[src/rtl/i2cm_pkg.sv]
package i2cm_pkg;
  localparam int NREG       = 6;
  localparam int REG_STRIDE = 4;
  localparam int IX_OWN = 0;
  localparam int IX_DIV = 1;
  localparam int IX_CTL = 2;
  localparam int IX_STA = 3;
  localparam int IX_DAT = 4;
  localparam int IX_FLT = 5;

  localparam int C_EN = 7;
  localparam int C_IE = 6;
  localparam int C_MS = 5;
  localparam int C_TX = 4;
  localparam int C_RS = 2;
  localparam int S_DONE = 7;
  localparam int S_BUSY = 5;
  localparam int S_FLAG = 1;
  localparam int S_NACK = 0;

  localparam logic [7:0] M_OWN   = 8'hFE;
  localparam logic [7:0] M_DIV   = 8'h3F;
  localparam logic [7:0] M_CTL   = 8'hFC;
  localparam logic [7:0] M_STA   = 8'hED;
  localparam logic [7:0] STA_RST = 8'h81;
  localparam logic [7:0] TGT_NONE = 8'hFF;

  typedef enum logic [1:0] {
    OP_START = 2'd0,
    OP_SEND  = 2'd1,
    OP_RECV  = 2'd2,
    OP_END   = 2'd3
  } bus_op_e;
endpackage

[src/rtl/i2cm_decode.sv]
module i2cm_decode import i2cm_pkg::*; #(
  parameter int ADDR_W = 5
) (
  input  logic [ADDR_W-1:0] addr,
  output logic [NREG-1:0]   hit
);
  for (genvar i = 0; i < NREG; i++) begin : g_hit
    assign hit[i] = (addr == ADDR_W'(i * REG_STRIDE));
  end
endmodule

[src/rtl/i2cm_rd_mux.sv]
module i2cm_rd_mux import i2cm_pkg::*; (
  input  logic [NREG-1:0]      hit,
  input  logic [NREG-1:0][7:0] regs,
  output logic [7:0]           value
);
  logic [NREG-1:0][7:0] term;

  for (genvar i = 0; i < NREG; i++) begin : g_term
    assign term[i] = {8{hit[i]}} & regs[i];
  end

  always_comb begin
    value = 8'h00;
    for (int i = 0; i < NREG; i++) value = value | term[i];
  end
endmodule

[src/rtl/i2cm_bus_port.sv]
module i2cm_bus_port import i2cm_pkg::*; (
  input  logic       clk,
  input  logic       rst,
  input  logic       issue,
  input  bus_op_e    issue_op,
  input  logic [7:0] issue_byte,
  output logic       busy,
  output logic       done,
  output bus_op_e    done_op,
  output logic       done_ack,
  output logic [7:0] done_byte,
  output logic       bus_req_valid,
  input  logic       bus_req_ready,
  output logic [1:0] bus_req_op,
  output logic [7:0] bus_req_byte,
  input  logic       bus_rsp_valid,
  input  logic       bus_rsp_ack,
  input  logic [7:0] bus_rsp_byte
);
  typedef enum logic [1:0] {P_IDLE, P_REQ, P_WAIT} port_st_e;

  port_st_e   st_q;
  bus_op_e    op_q;
  logic [7:0] byte_q;
  logic       vld_q;

  assign done      = (st_q == P_WAIT) && bus_rsp_valid;
  assign done_op   = op_q;
  assign done_ack  = bus_rsp_ack;
  assign done_byte = bus_rsp_byte;
  assign busy      = (st_q != P_IDLE);

  assign bus_req_valid = vld_q;
  assign bus_req_op    = op_q;
  assign bus_req_byte  = byte_q;

  always_ff @(posedge clk) begin
    if (rst) begin
      st_q   <= P_IDLE;
      op_q   <= OP_START;
      byte_q <= 8'h00;
      vld_q  <= 1'b0;
    end else begin
      unique case (st_q)
        P_IDLE: if (issue) begin
          st_q   <= P_REQ;
          vld_q  <= 1'b1;
          op_q   <= issue_op;
          byte_q <= issue_byte;
        end
        P_REQ: if (bus_req_ready) begin
          st_q  <= P_WAIT;
          vld_q <= 1'b0;
        end
        P_WAIT: if (bus_rsp_valid) begin
          if (issue) begin
            st_q   <= P_REQ;
            vld_q  <= 1'b1;
            op_q   <= issue_op;
            byte_q <= issue_byte;
          end else begin
            st_q <= P_IDLE;
          end
        end
        default: st_q <= P_IDLE;
      endcase
    end
  end
endmodule

[src/rtl/i2c_master_regs.sv]
module i2c_master_regs import i2cm_pkg::*; #(
  parameter int ADDR_W = 5
) (
  input  logic              clk,
  input  logic              rst,
  input  logic              cpu_sel,
  input  logic              cpu_we,
  input  logic [ADDR_W-1:0] cpu_addr,
  input  logic [7:0]        cpu_wdata,
  output logic [7:0]        cpu_rdata,
  output logic              cpu_ready,
  output logic              bus_req_valid,
  input  logic              bus_req_ready,
  output logic [1:0]        bus_req_op,
  output logic [7:0]        bus_req_byte,
  input  logic              bus_rsp_valid,
  input  logic              bus_rsp_ack,
  input  logic [7:0]        bus_rsp_byte,
  output logic              irq
);
  logic [7:0] own_q, div_q, ctl_q, sta_q, dat_q, flt_q, tgt_q;
  logic [7:0] own_d, div_d, ctl_d, sta_d, dat_d, flt_d, tgt_d;
  logic       irq_q, irq_d;
  logic [7:0] rdata_q, rd_val;

  logic [NREG-1:0]      hit;
  logic [NREG-1:0][7:0] regs;

  logic       busy, done, done_ack;
  bus_op_e    done_op;
  logic [7:0] done_byte;
  logic       issue;
  bus_op_e    issue_op;
  logic [7:0] issue_byte;

  logic accept, wr, rd, open_xfer;

  i2cm_decode #(.ADDR_W(ADDR_W)) u_dec (.addr(cpu_addr), .hit(hit));

  assign regs[IX_OWN] = own_q;
  assign regs[IX_DIV] = div_q;
  assign regs[IX_CTL] = ctl_q;
  assign regs[IX_STA] = sta_q;
  assign regs[IX_DAT] = dat_q;
  assign regs[IX_FLT] = flt_q;

  i2cm_rd_mux u_mux (.hit(hit), .regs(regs), .value(rd_val));

  i2cm_bus_port u_port (
    .clk(clk), .rst(rst),
    .issue(issue), .issue_op(issue_op), .issue_byte(issue_byte),
    .busy(busy), .done(done), .done_op(done_op),
    .done_ack(done_ack), .done_byte(done_byte),
    .bus_req_valid(bus_req_valid), .bus_req_ready(bus_req_ready),
    .bus_req_op(bus_req_op), .bus_req_byte(bus_req_byte),
    .bus_rsp_valid(bus_rsp_valid), .bus_rsp_ack(bus_rsp_ack),
    .bus_rsp_byte(bus_rsp_byte)
  );

  assign cpu_ready = !busy;
  assign accept    = cpu_sel && !busy;
  assign wr        = accept && cpu_we;
  assign rd        = accept && !cpu_we;
  assign open_xfer = (tgt_q != TGT_NONE);

  always_comb begin
    own_d = own_q; div_d = div_q; ctl_d = ctl_q; sta_d = sta_q;
    dat_d = dat_q; flt_d = flt_q; tgt_d = tgt_q;
    issue = 1'b0; issue_op = OP_START; issue_byte = 8'h00;

    if (done) begin
      unique case (done_op)
        OP_START, OP_SEND: begin
          if (done_ack) begin
            if (done_op == OP_START) tgt_d = dat_q;
            sta_d[S_NACK] = 1'b0;
            sta_d[S_DONE] = 1'b1;
            sta_d[S_FLAG] = 1'b1;
          end else begin
            sta_d[S_NACK] = 1'b1;
            if (done_op == OP_SEND) begin
              issue    = 1'b1;
              issue_op = OP_END;
            end
          end
        end
        OP_RECV: begin
          if (done_ack) begin
            dat_d         = done_byte;
            sta_d[S_DONE] = 1'b1;
            sta_d[S_FLAG] = 1'b1;
          end else begin
            dat_d = 8'hFF;
          end
        end
        default: ;
      endcase
    end else if (wr) begin
      if (hit[IX_OWN]) own_d = cpu_wdata & M_OWN;
      if (hit[IX_DIV]) div_d = cpu_wdata & M_DIV;
      if (hit[IX_FLT]) flt_d = cpu_wdata;
      if (hit[IX_STA]) sta_d = cpu_wdata & M_STA;
      if (hit[IX_CTL]) begin
        if (ctl_q[C_EN] && !cpu_wdata[C_EN]) begin
          div_d = 8'h00; ctl_d = 8'h00; sta_d = STA_RST;
          dat_d = 8'h00; flt_d = 8'h00; tgt_d = TGT_NONE;
        end else begin
          ctl_d = cpu_wdata & M_CTL;
          if (cpu_wdata[C_MS]) begin
            sta_d[S_BUSY] = 1'b1;
          end else begin
            sta_d[S_BUSY] = 1'b0;
            if (open_xfer) begin
              issue    = 1'b1;
              issue_op = OP_END;
              tgt_d    = TGT_NONE;
            end
          end
          if (cpu_wdata[C_RS] && (tgt_d != TGT_NONE)) begin
            issue       = 1'b1;
            issue_op    = OP_END;
            tgt_d       = TGT_NONE;
            ctl_d[C_RS] = 1'b0;
          end
        end
      end
      if (hit[IX_DAT] && ctl_q[C_EN]) begin
        dat_d = cpu_wdata;
        if (ctl_q[C_MS]) begin
          issue      = 1'b1;
          issue_op   = open_xfer ? OP_SEND : OP_START;
          issue_byte = cpu_wdata;
        end
      end
    end else if (rd && hit[IX_DAT] && ctl_q[C_MS] && !ctl_q[C_TX]) begin
      issue    = 1'b1;
      issue_op = OP_RECV;
    end

    irq_d = ctl_d[C_EN] && ctl_d[C_IE] && sta_d[S_FLAG];
  end

  always_ff @(posedge clk) begin
    if (rst) begin
      own_q <= 8'h00; div_q <= 8'h00; ctl_q <= 8'h00; sta_q <= STA_RST;
      dat_q <= 8'h00; flt_q <= 8'h00; tgt_q <= TGT_NONE;
      irq_q <= 1'b0;  rdata_q <= 8'h00;
    end else begin
      own_q <= own_d; div_q <= div_d; ctl_q <= ctl_d; sta_q <= sta_d;
      dat_q <= dat_d; flt_q <= flt_d; tgt_q <= tgt_d;
      irq_q <= irq_d;
      if (rd) rdata_q <= rd_val;
    end
  end

  assign cpu_rdata = rdata_q;
  assign irq       = irq_q;
endmodule

[config.mk]
export PLATFORM = sky130hd
export DESIGN_NAME = i2c_master_regs
export DESIGN_NICKNAME = d
export VERILOG_FILES = /design/src/rtl/i2cm_pkg.sv /design/src/rtl/i2cm_decode.sv /design/src/rtl/i2cm_rd_mux.sv /design/src/rtl/i2cm_bus_port.sv /design/src/rtl/i2c_master_regs.sv
export SDC_FILE = /design/constraint.sdc
export NUM_CORES = 1
export LEC_CHECK = 0
export ABC_AREA = 1
export BUFFER_PORTS_ARGS = -buffer_cell sky130_fd_sc_hd__buf_2
export CAP_MARGIN = 15
export CORE_MARGIN = 2
export CORE_UTILIZATION = 50
export CTS_CLUSTER_DIAMETER = 150
export DETAILED_ROUTE_END_ITERATION = 6
export GPL_ROUTABILITY_DRIVEN = 0
export PLACE_DENSITY = 0.7
export SLEW_MARGIN = 5
export SYNTH_ARGS = -nofsm -noshare
export SYNTH_HDL_FRONTEND = slang
export SYNTH_SLANG_ARGS = --single-unit
[constraint.sdc]
create_clock -name clk -period 1.4 [get_ports clk]
set_input_delay 0 -clock clk [delete_from_list [all_inputs] [get_ports clk]]
set_output_delay 0 -clock clk [all_outputs]
set_load 0.02 [all_outputs]
* Yosys cells after proc, flatten, opt, wreduce, memory -nomap -nowiden *
Cells that the tools add are included.

storage, ports and cells
  bits in registers = 77
  input bits = 28
  output and inout bits = 21
  word-level logic and storage cells = 182

operators by class
  eq/ne operators = 19
  mux-type cells = 93
  bitwise gates (word level) = 12
  reductions and logical operators = 40

operators by type and width
  cell                                           number
  two-way mux 8 bit                              40
  AND 8 bit                                      6
  two-way mux 2 bit                              20
  bitwise OR 8 bit                               5
  two-way mux 1 bit                              28
  AND reduction 3 bit                            6
  != test 8 bit, second input constant           2
  one-hot mux 8 bit (2 select lines)             1
  logical AND 1 bit                              12
  == test 5 x 4 -> 1 bit, second input constant  2
  == test 5 bit, second input constant           2
  != test 2 bit, second input constant           5
  nonzero test 2 bit                             5
  nonzero test 3 bit                             3
  != test 2 x 1 -> 1 bit, second input constant  3
  one-hot mux 2 bit (3 select lines)             1
  AND reduction 2 bit                            3
  == test 5 x 3 -> 1 bit, second input constant  1
  logical NOT 5 bit                              1
  two-way mux 5 bit                              1
  AND reduction 5 bit                            1
  == test 2 x 1 -> 1 bit, second input constant  2
  == test 2 bit, second input constant           2
  logical NOT 1 bit                              4
  other kinds (7)                                8

* Depth between registers and ports, before layout *
  depth in word-level cells = 19
  depth in mapped cells = 14

* By module *
Synthesis repeated with hierarchy kept, for this count alone.

second synthesis, totals
  cell total of the unflattened synthesis = 589
  area total of the unflattened synthesis = 4,013.8 sq um

modules (own cells, without submodules)
  module           times used  cells each  area each (sq um)
  i2c_master_regs  1           391         2,892.8
  i2cm_bus_port    1           80          625.6
  i2cm_rd_mux      1           102         435.4
  i2cm_decode      1           16          60.1

* Least setup slack after synthesis *
Ideal clock, no wire load.

  path kind = reg-to-reg
  start point = register u_port.st_q[1]
  end point = register u_port.byte_q[3] (netlist: u_port.bus_req_byte[3])
  library setup time = 0.113 ns
  arrival = 1.462 ns
  slack = -0.176 ns
  cell stages (with the launch flop) = 12
  buffers on the path = 1
  period minus slack after synthesis = 1.576 ns
  path through = dfxtp_1 > nor2_4 > nand2_2 > nor2_4 > inv_6 > nor2_4 > a21oi_4 > nand3_4 > buf_6 > nand2_1 > inv_1 > nor2_1

on the way
  longest elaborated chain between the ends = 13
  elaborated cells between the ends (all ways) = 22
  classes of those cells = 2 x eq/ne; 8 x mux; 12 x reduce/logical

ends and longest elaborated chain
  element                                 RTL line                                  source
  start, declared                         i2cm_bus_port.sv:22                       port_st_e st_q;
  start signal, assigned                  i2cm_bus_port.sv:39                       st_q <= P_IDLE;
  start signal, assigned                  i2cm_bus_port.sv:46                       st_q <= P_REQ;
  start signal, assigned                  i2cm_bus_port.sv:52                       st_q <= P_WAIT;
  nonzero test 2 bit (*)                  i2cm_bus_port.sv:31                       assign busy = (st_q != P_IDLE);
  logical NOT 1 bit (*)                   --
  via cpu_ready                           i2c_master_regs.sv:11                     output logic cpu_ready,
  logical AND 1 bit (*)                   i2c_master_regs.sv:61                     assign accept = cpu_sel && !busy;
  logical AND 1 bit                       i2c_master_regs.sv:63                     assign rd = accept && !cpu_we;
  logical AND 1 bit (3 in series)         i2c_master_regs.sv:135                    end else if (rd && hit[IX_DAT] && ctl_q[C_MS] && !ctl_q[C_TX]) begin
  two-way mux 1 bit                       i2c_master_regs.sv:135
  two-way mux 1 bit                       i2c_master_regs.sv:98                     end else if (wr) begin
  two-way mux 1 bit                       i2c_master_regs.sv:71                     if (done) begin
  two-way mux 8 bit (*)                   i2cm_bus_port.sv:45, i2cm_bus_port.sv:56
  two-way mux 8 bit                       i2cm_bus_port.sv:55                       P_WAIT: if (bus_rsp_valid) begin
  one-hot mux 8 bit (2 select lines) (*)  i2cm_bus_port.sv:44                       unique case (st_q)
  end signal, assigned                    i2cm_bus_port.sv:49                       byte_q <= issue_byte;
  end signal, assigned                    i2cm_bus_port.sv:60                       byte_q <= issue_byte;
  end, declared                           i2cm_bus_port.sv:24                       logic [7:0] byte_q;

Mark *: on every way through the listed nets, which the timed path passes. The rest lies on a longest branch. The select of a mux whose other input is x is not followed.
A chain may end at the register's enable or synchronous reset.

* Worst setup path after layout *
  start point = register u_port.st_q[0]
  end point = register tgt_q[0]

on the way
  longest elaborated chain between the ends = 6
  elaborated cells between the ends (all ways) = 13
  classes of those cells = 4 x eq/ne; 1 x mux; 8 x reduce/logical

ends and longest elaborated chain
  element                        RTL line                source
  nonzero test 2 bit             i2cm_bus_port.sv:31
  logical NOT 1 bit              i2c_master_regs.sv:61
  logical AND 1 bit              i2c_master_regs.sv:61
  logical AND 1 bit              i2c_master_regs.sv:62   assign wr = accept && cpu_we;
  nonzero test 2 bit (no line)   --
  AND reduction 5 bit (no line)  --
  end signal, assigned           i2c_master_regs.sv:150  dat_q <= dat_d; flt_q <= flt_d; tgt_q <= tgt_d;
  end, declared                  i2c_master_regs.sv:21   logic [7:0] own_q, div_q, ctl_q, sta_q, dat_q, flt_q, tgt_q;

Parallel ways exist; a longest one is shown, timed or not.

==> out/results.ini <==
[synth]
synth_area_leaders=dfxtp_1, nand2_1, a21oi_1, inv_1, o21ai_0
syn_area_per_cell_um2=7.29
ys_types=38
synth-edff-count=0
synthArstFlopShare_pct=0
synth_area_leader_cell=dfxtp_1
ys_ff_latch=75
synth_warnings=0
syn_area_um2=3770
synth_seq_area_share_pct=39.8
synth_commonest_cells=nand2_1, dfxtp_1, inv_1
synthFlopType=dfxtp_1
mappedNetlistNets=545
synth_cells=517
synth_top_area_share_pct=39.8
yosys.cell_count.top_type=nand2_1

[min_path]
hold_class=primary input to register
hp-start=bus_rsp_byte[5]
hold_end=dat_q[5]
whs_path_depth=5

[timing]
tightest_slew_ns=0.524
max_freq_mhz=649
rsz0062_at_grt=yes
holdWs_ns=-0.00409
finalWorstSetupSlack_ns=-0.140
slew-limit-headroom_pct=65.1
min_period_ns=1.54
fin_tns_setup_ns=-2.21
finalCritPeriodShare_pct=110
skew_ns=0.0107
hold_viol=1
finalMaxSlewViolations=0
setup_viol=52

[cts]
insertion_delay_ns=0.36
cts_buffer_depth=2
cts_tree=done
cts_root_buffer=clkbuf_8
cts.sink_count=75
cts_made_buffers=9
clk_pin_slew_ns=0.08
cts_max_level=3

[critical_path]
critPathTopFamily=simple AND/OR/NAND/NOR gates
cp_max_fo=8
worstSetupEndpointType=register
rrSetupSlack_ns=-0.14
cp.buffers_inverters=2
cp-start-kind=register
max_stage_delay_ns=0.36
cp_slowest_cell=dfxtp_4
critPathArrivalTime_ns=1.78
worst-setup-path-type=register to register
rr_worst_depth=8
startpoint=u_port.st_q[0]
critPathRequiredTime_ns=1.64
rr_endpoint=tgt_q[0]
path_cells=nor2_4 -> nand3_4 -> inv_4 -> nor2_1 -> inv_2 -> nand2_4 -> a21oi_1 -> nand2_1
timing.rr.start=u_port.st_q[0]

[die]
io_pins=49
rows=31
die_w_um=90.8
die_h_um=90.8
die-area_um2=8250
core_area_um2=7290
initial_core_util_pct=51.7

[grt]
grt_first_pass_wirelength_um=18400
antenna_found_initial=0
grt_pass1_vias=3678
grt_usage_pct=28.4
grt_max_degree=45
grt_overflow_total=0

[drt]
drt_first_pass_iters=5
viasPerCell=5.55
drcViolationCount=0
num_vias=4109
wirelength_um=11800
detail-route-antenna-nets=0
avgRoutedWirePerCell_um=16.0
dr.first_iter.drc_count=431

[placed_design]
dp_hpwl_um=8370
io_buffers=48
post-place-ws_ns=-0.120

[cells_and_area]
drive_gt1_share_pct=34.1
multi_input_area_um2=2150
nFillCells=596
area_growth_pct=37.3
antenna_cells=0
final_nets=666
regArea_um2=1510

[power_and_ir_drop]
leakage_nw=2.29
vdd_ir_drop_max_mv=0.591
powerDensity_nw_per_um2=819

[flow_run]
cap_violations=0

[status]
status=finished, violations left
violations=hold timing, setup timing

logic make-up after synthesis:
logic type             Yosys count  share of synthesized area, %
flip-flops                      75                          39.8
buffers and inverters           86                          9.95
AND/OR/NAND/NOR                218                          29.4
AO/OA/AOI/OAI                  138                          20.8
cell usage in the layout, fill, tap and decap left out, types with 9 or more instances in the layout:
| master | netlist | routed |
|---|---|---|
| nand2_1 | 93 | 89 |
| dfxtp_1 | 75 | 69 |
| buf_4 | 0 | 58 |
| inv_1 | 61 | 55 |
| a21oi_1 | 54 | 50 |
| buf_2 | 4 | 48 |
| o21ai_0 | 45 | 39 |
| nor2_1 | 41 | 35 |
| nand3_1 | 27 | 24 |
| nand4_1 | 15 | 15 |
| o21ai_1 | 10 | 14 |
| nor2_4 | 7 | 12 |
| dlygate4sd3_1 | 0 | 10 |
| nand2_4 | 6 | 9 |
| clkbuf_8 | 0 | 9 |
cell type report:
class                      count  area share (%)
multi-input combinational    358            41.5
sequential                    75            29.2
timing repair buffer         126            17.9
inverter                      68            5.22
clock buffer                   9            2.39
tap                           99            2.39
clock inverter                 6            1.31
where the power goes:
part	switching, mW	internal (mW)	total (mW)	leakage, nW
sequential	0.0132	2.15	2.16	0.606
combinational	0.258	0.163	0.421	1.59
clock	0.841	0.815	1.66	0.0913
flip-flops by register name (all words and copies together), names as in the netlist:
| signal | flops |
|---|---|
| u_port.bus_req_valid | 1 |
| flt_q | 8 |
| u_port.bus_req_byte | 8 |
| div_q | 8 |
| u_port.bus_req_op | 2 |
| own_q | 7 |
| cpu_rdata | 8 |
| tgt_q | 8 |
| ctl_q | 6 |
| sta_q | 8 |
| dat_q | 8 |
| u_port.st_q | 2 |
| irq | 1 |
layer usage:
layer | up-vias | part of all wire [%] | wire [um] | track usage [%]
met2 | 223 | 46 | 5390 | 42.7
li1 | 1978 | - | - | -
met5 | - | 0 | 0 | 0
met3 | 22 | 9.5 | 1130 | 7.26
met1 | 1886 | 43 | 5070 | 39.4
met4 | 0 | 2.0 | 240 | 10.1
timing repair:
action                                  in CTS  in global routing
buffers inserted                             5                  4
endpoints found under the hold margin       19                  0
pin swaps                                   13                 19
hold buffers                                10                  0
gates cloned                                 1                  1
endpoints found under the setup margin      54                 72
resized for setup                           25                 49
worst max-delay path by stage:
stage                             endpoint  slack, ns  cells past startpoint
global placement    u_port.bus_req_byte[2]      -0.10                      8
global route                      ctl_q[6]      -0.20                      8
finish                            tgt_q[0]      -0.14                      8
floorplan           u_port.bus_req_byte[3]      -0.14                     11
CTS                               ctl_q[6]      -0.09                      8
detailed placement  u_port.bus_req_byte[6]      -0.12                     10
worst min-delay path, cell delays in order:
cell and delay, ns:
buf_2 0.07, o21ai_0 0.07, nand2_1 0.06, o21ai_1 0.05, nor2_1 0.07
metrics by stage:
stage / hold slack, ns / total power [mW] / instance area, um^2 / util [%] / cells
after floorplan: 0.143 / 2.39 / 3770 / - / 517
after global placement: 0.294 / 2.56 / 4540 / 62.3 / 708
after detailed placement: 0.306 / 2.57 / 4540 / 62.3 / 708
after CTS: 0.00107 / 4.21 / 4960 / 68.1 / 739
after global routing: 0.0215 / 4.38 / 5180 / 71.0 / 741
final: -0.00409 / 4.24 / 5180 / 71.0 / 741
Note: power is estimated with default switching activity, not from simulation.
